===== src/rtl/owsa_pkg.sv =====
package owsa_pkg;

    typedef enum logic [1:0] {
        ST_IDLE      = 2'd0,
        ST_READ_TRUE = 2'd1,
        ST_READ_COMP = 2'd2,
        ST_WRITE_DIR = 2'd3
    } owsa_state_e;

    typedef struct packed {
        logic rom_bit;
        logic disc;
        logic wr_bit;
    } owsa_verdict_t;

endpackage


===== src/rtl/owsa_slot_timer.sv =====
module owsa_slot_timer #(
    parameter int SLOT_LEN  = 16,
    parameter int SHORT_LOW = 2,
    parameter int LONG_LOW  = 12,
    parameter int SAMPLE_AT = 5
) (
    input  logic clk,
    input  logic rst_n,
    input  logic run,
    input  logic long_low,
    output logic drive_low,
    output logic sample_now,
    output logic slot_end
);
    localparam int CW = $clog2(SLOT_LEN);
    localparam logic [CW-1:0] LAST_C  = CW'(SLOT_LEN - 1);
    localparam logic [CW-1:0] SHORT_C = CW'(SHORT_LOW);
    localparam logic [CW-1:0] LONG_C  = CW'(LONG_LOW);
    localparam logic [CW-1:0] SAMP_C  = CW'(SAMPLE_AT);

    logic [CW-1:0] cnt_q;

    always_ff @(posedge clk) begin
        if (!rst_n) begin
            cnt_q <= '0;
        end else if (!run) begin
            cnt_q <= '0;
        end else if (cnt_q == LAST_C) begin
            cnt_q <= '0;
        end else begin
            cnt_q <= cnt_q + CW'(1);
        end
    end

    assign slot_end   = run && (cnt_q == LAST_C);
    assign sample_now = run && (cnt_q == SAMP_C);
    assign drive_low  = run && (cnt_q < (long_low ? LONG_C : SHORT_C));

endmodule


===== src/rtl/owsa_triplet_resolve.sv =====
module owsa_triplet_resolve
    import owsa_pkg::*;
(
    input  logic          rd_true,
    input  logic          rd_comp,
    input  logic          hint,
    output owsa_verdict_t verdict
);
    always_comb begin
        unique case ({rd_true, rd_comp})
            2'b00:   verdict = '{rom_bit: hint, disc: 1'b1, wr_bit: hint};
            2'b01:   verdict = '{rom_bit: 1'b0, disc: 1'b0, wr_bit: 1'b0};
            2'b10:   verdict = '{rom_bit: 1'b1, disc: 1'b0, wr_bit: 1'b1};
            default: verdict = '{rom_bit: 1'b1, disc: 1'b1, wr_bit: 1'b1};
        endcase
    end
endmodule


===== src/rtl/owsa_resp_pack.sv =====
module owsa_resp_pack
    import owsa_pkg::*;
#(
    parameter int GROUP_BITS = 4
) (
    input  logic [2*GROUP_BITS-1:0]         work,
    input  logic [$clog2(GROUP_BITS)-1:0]   idx,
    input  owsa_verdict_t                   verdict,
    output logic [2*GROUP_BITS-1:0]         next
);
    localparam int IW = $clog2(GROUP_BITS);

    for (genvar k = 0; k < GROUP_BITS; k++) begin : g_pos
        assign next[2*k+1] = (idx == IW'(k)) ? verdict.rom_bit : work[2*k+1];
        assign next[2*k]   = (idx == IW'(k)) ? verdict.disc    : work[2*k];
    end
endmodule


===== src/rtl/owsa_search_accel.sv =====
module owsa_search_accel
    import owsa_pkg::*;
#(
    parameter int BYTE_W    = 8,
    parameter int SLOT_LEN  = 16,
    parameter int SHORT_LOW = 2,
    parameter int LONG_LOW  = 12,
    parameter int SAMPLE_AT = 5
) (
    input  logic              clk,
    input  logic              rst_n,
    input  logic              search_en,
    input  logic              tx_load,
    input  logic [BYTE_W-1:0] tx_byte,
    input  logic              rx_ack,
    output logic [BYTE_W-1:0] rx_byte,
    output logic              rx_full,
    output logic              busy,
    output logic              line_drive_low,
    input  logic              line_sense
);
    localparam int GROUP_BITS = BYTE_W / 2;
    localparam int IW         = $clog2(GROUP_BITS);
    localparam logic [IW-1:0] LAST_IDX = IW'(GROUP_BITS - 1);

    owsa_state_e state_q, state_d;

    logic [GROUP_BITS-1:0] hint_in, hint_q, even_in;
    logic [IW-1:0]         idx_q;
    logic                  rd_true_q, rd_comp_q;
    logic [BYTE_W-1:0]     work_q, work_next, rx_byte_q;
    logic                  rx_full_q;
    logic                  accept, run, long_low;
    logic                  drive_low, sample_now, slot_end, group_done;
    logic                  unused_even_bits;
    owsa_verdict_t         verdict;

    // Hints ride at odd positions, mirroring the response layout.
    for (genvar k = 0; k < GROUP_BITS; k++) begin : g_hint
        assign hint_in[k] = tx_byte[2*k+1];
        assign even_in[k] = tx_byte[2*k];
    end
    assign unused_even_bits = ^even_in;

    assign accept     = tx_load && search_en && (state_q == ST_IDLE);
    assign run        = (state_q != ST_IDLE);
    assign long_low   = (state_q == ST_WRITE_DIR) && !verdict.wr_bit;
    assign group_done = slot_end && (state_q == ST_WRITE_DIR) && (idx_q == LAST_IDX);

    owsa_slot_timer #(
        .SLOT_LEN  (SLOT_LEN),
        .SHORT_LOW (SHORT_LOW),
        .LONG_LOW  (LONG_LOW),
        .SAMPLE_AT (SAMPLE_AT)
    ) timer_i (
        .clk        (clk),
        .rst_n      (rst_n),
        .run        (run),
        .long_low   (long_low),
        .drive_low  (drive_low),
        .sample_now (sample_now),
        .slot_end   (slot_end)
    );

    owsa_triplet_resolve resolve_i (
        .rd_true (rd_true_q),
        .rd_comp (rd_comp_q),
        .hint    (hint_q[idx_q]),
        .verdict (verdict)
    );

    owsa_resp_pack #(
        .GROUP_BITS (GROUP_BITS)
    ) pack_i (
        .work    (work_q),
        .idx     (idx_q),
        .verdict (verdict),
        .next    (work_next)
    );

    // State register
    always_ff @(posedge clk) begin
        if (!rst_n) begin
            state_q <= ST_IDLE;
        end else begin
            state_q <= state_d;
        end
    end

    // Next-state logic
    always_comb begin
        state_d = state_q;
        unique case (state_q)
            ST_IDLE: begin
                if (accept) state_d = ST_READ_TRUE;
            end
            ST_READ_TRUE: begin
                if (slot_end) state_d = ST_READ_COMP;
            end
            ST_READ_COMP: begin
                if (slot_end) state_d = ST_WRITE_DIR;
            end
            ST_WRITE_DIR: begin
                if (slot_end) state_d = (idx_q == LAST_IDX) ? ST_IDLE : ST_READ_TRUE;
            end
            default: state_d = ST_IDLE;
        endcase
    end

    // Datapath and output registers
    always_ff @(posedge clk) begin
        if (!rst_n) begin
            hint_q    <= '0;
            idx_q     <= '0;
            rd_true_q <= 1'b0;
            rd_comp_q <= 1'b0;
            work_q    <= '0;
            rx_byte_q <= '0;
            rx_full_q <= 1'b0;
        end else begin
            if (accept) begin
                hint_q <= hint_in;
                idx_q  <= '0;
                work_q <= '0;
            end
            if (sample_now && (state_q == ST_READ_TRUE)) begin
                rd_true_q <= line_sense;
            end
            if (sample_now && (state_q == ST_READ_COMP)) begin
                rd_comp_q <= line_sense;
            end
            if (slot_end && (state_q == ST_WRITE_DIR)) begin
                work_q <= work_next;
                idx_q  <= idx_q + IW'(1);
            end
            if (group_done) begin
                rx_byte_q <= work_next;
            end
            if (group_done) begin
                rx_full_q <= 1'b1;
            end else if (rx_ack) begin
                rx_full_q <= 1'b0;
            end
        end
    end

    assign rx_byte        = rx_byte_q;
    assign rx_full        = rx_full_q;
    assign busy           = run;
    assign line_drive_low = drive_low;

endmodule


===== config.mk =====
export PLATFORM = sky130hd
export DESIGN_NAME = owsa_search_accel
export DESIGN_NICKNAME = d
export VERILOG_FILES = /design/src/rtl/owsa_pkg.sv /design/src/rtl/owsa_slot_timer.sv /design/src/rtl/owsa_triplet_resolve.sv /design/src/rtl/owsa_resp_pack.sv /design/src/rtl/owsa_search_accel.sv
export SDC_FILE = /design/constraint.sdc
export NUM_CORES = 1
export LEC_CHECK = 0
export BUFFER_PORTS_ARGS = -buffer_cell sky130_fd_sc_hd__buf_2
export CORE_MARGIN = 1.5
export CORE_UTILIZATION = 59
export CTS_CLUSTER_SIZE = 24
export DETAILED_ROUTE_END_ITERATION = 12
export PLACE_DENSITY_LB_ADDON = 0.08
export SKIP_CTS_REPAIR_TIMING = 1
export SLEW_MARGIN = 20
export SYNTH_ARGS = -nofsm -noshare
export SYNTH_HDL_FRONTEND = slang
export SYNTH_HIERARCHICAL = 1
export SYNTH_SLANG_ARGS = --single-unit

===== constraint.sdc =====
create_clock -name clk -period 5.4 [get_ports clk]
set_input_delay 0.81 -clock clk [delete_from_list [all_inputs] [get_ports clk]]
set_output_delay 0.81 -clock clk [all_outputs]
set_load 0.01 [all_outputs]

* Word level (Yosys, flattened, before mapping)
Cells that the tools add are included.
Widths: inputs -> output; s select.
** Storage, ports and cells
- Output and inout bits :: 11
- Register bits after elaboration :: 31
- Logic and storage cells :: 72
** Cells by class
- Magnitude comparators :: 2
- Bitwise operators :: 2
- Eq/ne operators :: 14
- Reductions and logical operators :: 19
- Mux-type cells :: 24
- $add $sub $neg :: 2
** Operators by type and width (number)
- $mux 8 :: 2
- $mux 1 :: 12
- $mux 2 :: 6
- $eq 2x2->1 const B :: 5
- $logic_and 1x1->1 :: 10
- $pmux 3 s3 :: 1
- $ne 2x2->1 const B :: 4
- $pmux 2 s4 :: 1
- $eq 2x1->1 const B :: 3
- $logic_not 2->1 :: 3
- $reduce_bool 2->1 :: 3
- $add 4x1->4 const B :: 1
- $eq 4x3->1 const B :: 1
- $eq 4x4->1 const B :: 1
- $lt 4x4->1 :: 1
- $mux 4 :: 1
- $reduce_and 4->1 :: 1
- $lt 2x3->1 const B :: 1
- $reduce_or 3->1 :: 1
- $add 2x1->2 const B :: 1
- $bmux 1 s2 :: 1
- $not 1->1 :: 2
- $logic_not 1->1 :: 1

* Depth between registers and ports, before layout
- Depth after elaboration :: 8
- Mapped depth :: 9

* By module
Netlist, hierarchy kept.
** Modules (own cells, without submodules)
- owsa_search_accel :: cells each 121, area an instance 1176.1 µm², times used 1
- owsa_slot_timer :: cells each 24, area an instance 227.7 µm², times used 1
- owsa_resp_pack :: cells each 12, area an instance 110.1 µm², times used 1
- owsa_triplet_resolve :: cells each 8, area an instance 60.1 µm², times used 1

* Worst setup path after synthesis
No wires, ideal clock.
- Path type :: register to output
- From :: register idx_q[0]
- To :: output line_drive_low
- Data required time :: 4590 ps
- Cell stages (with the launch flop) :: 9
- Slack :: 2445 ps
- Data arrival time :: 2145 ps
- Cells stage by stage :: dfxtp_1 mux4_2 a311o_1 nor2b_1 inv_1 ha_1 o21a_1 o21ai_1 and3b_1
** RTL lines
- start, declared :: line owsa_search_accel.sv:29 : logic [IW-1:0] idx_q;
- start signal, assigned :: line owsa_search_accel.sv:134 : idx_q <= idx_q + IW'(1);
- end, declared :: line owsa_search_accel.sv:19 : output logic line_drive_low,

==> metrics.md <==
| Metric | Value |
|---|---|
| Sw frac | 0.324 |
| Reg2Reg Depth | 5 |
| Number of CTS-inserted buffers | 5 |
| Final Power | around 0.00053 W |
| Layout cells sized above 1 | 0.160 |
| Clk_lat worst skew | approximately 330 ps |
| Sequential element share of the synthesized area | 0.394 |
| Gpl congestion | between 0.7 and 0.8 |
| Worst vdd ir | 0.238 mV |
| R2r endpoint | work_q[7]$_SDFFE_PN0P_ |
| Die width | ~55 µm |
| Critical path class | reg -> out |
| Number of buffers inserted by port buffering | 20 |
| DR WL/cell | between 10 and 15 µm |
| Post-DP HPWL | about 2000 µm |
| Syn Inst Count | around 170 |
| Yosys warning total | 6 |
| Top-level I/O count | 25 |
| Critical Path Slowest Stage Cell | mux4_2 |
| First-pass GRT wire length | 4590 µm |
| Final wirelength | roughly 2900 µm |
| Post-route cell area | around 0.0017 mm² |
| Placed cell area | ~0.0017 mm² |
| Slew margin rel. | 0.654 |
| Switching power | ~0.00017 W |
| Worst hold stages | 2 |
| Internal Dissipation | roughly 0.00036 W |
| Worst Clk Skew | about 5.2 ps |
| Initial Util | 0.630 |
| Worst Setup Start Kind | register |
| Initial antenna violation count | 0 |
| Hold Fails Final Rpt | 0 |
| Vias in the first global route | 1031 |
| Worst Setup EP | line_drive_low |
| H-Tree Depth | 2 |
| Setup Viol. Count Final | 0 |
| Slowest stage delay, CP | around 540 ps |
| Rows | 18 |
| Via density | around 5.5 |
| Nets | between 200 and 250 |
| Max Freq | ~0.28 GHz |
| CTS tree | yes |
| Cell Pwr Density | 304 mW/mm² |
| Crit path DAT | approximately 2800 ps |
| Leakage | around 0.73 nW |
| Syn Nets | 191 |
| Max cap viols | 0 |
| Reg-to-Reg Start | idx_q[0]$_SDFFE_PN0P_ |
| Critical Path Source | idx_q[0]$_SDFFE_PN0P_ |
| Final worst-path cycle share | 0.670 |
| Residual DRC | 0 |
| Root Driver | clkbuf_4 |
| Starting DRT DRC Count | 27 |
| Post-synth cell types | 30 |
| Core area | about 0.0025 mm² |
| Post-synthesis average cell area | 9.54 µm² |
| Top delay family on crit path | compound AO/OA/AOI/OAI gates |
| Synth-to-layout area growth | 9.86% |
| Hold slack | around 470 ps |
| RSZ-0062 raised after global routing | false |
| R2R Setup Slk | ~3200 ps |
| First-pass detailed-route iteration total | 4 |
| Congestion Overflow GR | 0 |
| Slew Limit Fails | 0 |
| Total track usage | 0.225 |
| Fin Setup TNS | 0 ps |
| Largest net degree at the start of global routing | 32 |
| Netlist Area Pre-Place | 0.00157 mm² |
| Vias | around 1200 |
| Worst path cell trace | mux4_2 > a311o_1 > nor2b_1 > inv_1 > ha_1 > o21a_1 > o21ai_1 > and3b_1 > buf_2 |
| Crit path required time | about 4600 ps |
| Seq cells post-synth | 31 |
| CP Depth | 9 |
| ANT cells | 0 |
| Worst hold-check path type | reg -> reg |
| Chip Height | ~55 µm |
| Tightest Pin Transition | 519 ps |
| Die ar. | 0.00299 mm² |
| Clock Pin Slew Worst Setup and Hold Paths | 90 ps |
| Gate power share | 0.268 |
| Status | completed |
| Clock power share | 0.246 |
| Buf/Inv on CP | 2 |
| Clk buf depth | 2 |
| Routed Antenna Nets | 0 |
| Total clock sinks | 31 |
| Max FO, Critical Path | 7 |
| Sequential power share | 0.487 |
| Final min period | 3620 ps |
| Critical Path Sink Type | output port |
-- state kept, by name (all words and copies together) (netlist names) --
register,count
hint_q,4
state_q,2
rd_comp_q,1
work_q,8
timer_i/cnt_q,4
idx_q,2
rx_byte,8
rd_true_q,1
rx_full,1
-- routing by layer --
| layer | routed length (µm) | part of all wire | global-route usage | vias to the layer above |
|---|---|---|---|---|
| met2 | 1320 | 0.46 | 0.343 | 24 |
| met1 | 1370 | 0.48 | 0.283 | 558 |
| li1 | - | - | - | 611 |
| met3 | 143 | 0.050 | 0.0902 | 6 |
| met4 | 41 | 0.014 | 0.0833 | 0 |
| met5 | 0 | 0 | 0 | - |
-- logic make-up (layout without fill, tap and decap cells) --
logic type                 after synthesis  after routing  share of synthesized area
buffers and inverters                   14             36                     0.0397
DFF                                     31             31                      0.394
adders and majority gates               12             12                     0.0954
AOI/OAI and AO/OA                       26             26                      0.134
muxes                                   16             16                      0.116
xor gates and xnor gates                 2              2                     0.0111
and+or+nand+nor                         64             64                      0.209
-- synth_stat cells (all sizes together) --
master / count / share of area
a21boi: 11 / 0.052
a22oi: 9 / 0.043
a2bb2oi: 1 / 0.0095
a311o: 1 / 0.0064
a32oi: 1 / 0.010
and2: 1 / 0.0040
and3: 2 / 0.0079
and3b: 2 / 0.011
and4: 1 / 0.0056
and4b: 1 / 0.0064
buf: 4 / 0.016
clkbuf: 2 / 0.0048
dfxtp: 31 / 0.39
ha: 12 / 0.095
inv: 8 / 0.019
mux2: 8 / 0.057
mux2i: 7 / 0.045
mux4: 1 / 0.014
nand2: 25 / 0.060
nand2b: 2 / 0.0079
nand3: 7 / 0.022
nor2: 4 / 0.0095
nor2b: 18 / 0.072
nor3: 1 / 0.0032
o21a: 1 / 0.0048
o21ai: 1 / 0.0032
o31ai: 1 / 0.0048
xor2: 2 / 0.011
-- worst min-delay path by stage --
stage                                      from                           to  slack (ps)
floorplan           timer_i/cnt_q[0]$_SDFF_PP0_  timer_i/cnt_q[0]$_SDFF_PP0_         430
detailed placement      rx_byte[5]$_SDFFE_PN0P_      rx_byte[5]$_SDFFE_PN0P_         460
global placement    timer_i/cnt_q[0]$_SDFF_PP0_  timer_i/cnt_q[0]$_SDFF_PP0_         450
CTS                     rx_byte[5]$_SDFFE_PN0P_      rx_byte[5]$_SDFFE_PN0P_         470
finish                  rx_byte[5]$_SDFFE_PN0P_      rx_byte[5]$_SDFFE_PN0P_         470
global route            rx_byte[5]$_SDFFE_PN0P_      rx_byte[5]$_SDFFE_PN0P_         490
-- area by class of cell --
class / count / area (µm²)
clock inverter: 1 / 5.00
sequential: 31 / 621
fill: 200 / 771
tap: 30 / 37.5
clock buffer: 7 / 45.0
inverter: 8 / 30.0
multi-input combinational: 120 / 891
timing repair buffer: 20 / 100
-- worst min-delay path, delay by kind of cell, from the launching register on --
kind,cells,cell delay (ps)
and+or+nand+nor,1,50
AOI/OAI and AO/OA,1,60
DFF,1,320
-- power by group through the flow --
stage	registers (W)	clock network, W	logic (W)
2_1_floorplan	0.000258	0	0.000107
3_3_place_gp	0.000260	0	0.000134
3_5_place_dp	0.000261	0	0.000140
4_1_cts	0.000256	0.000132	0.000141
5_1_grt	0.000258	0.000144	0.000156
6_report	0.000256	0.000129	0.000141
-- through the flow --
step	util	cells	worst slack, ps
after floorplan	-	165	2440
after global placement	0.672	209	2140
after detailed placement	0.672	209	2130
after CTS	0.692	217	1750
after global routing	0.692	217	1590
final	0.692	217	1780
-- cell usage in the layout (no fill, tap or decap), types with 2 or more instances in the layout --
cell,count
and3_1,2
clkbuf_1,2
clkbuf_4,5
dfxtp_1,31
a22oi_1,9
nand2b_1,2
nor2_1,4
a21boi_0,11
buf_2,20
inv_1,8
mux2i_1,7
nand3_1,7
and3b_1,2
mux2_1,7
nor2b_1,18
xor2_1,2
ha_1,12
nand2_1,25
Note: power is estimated with default switching activity, not from simulation.
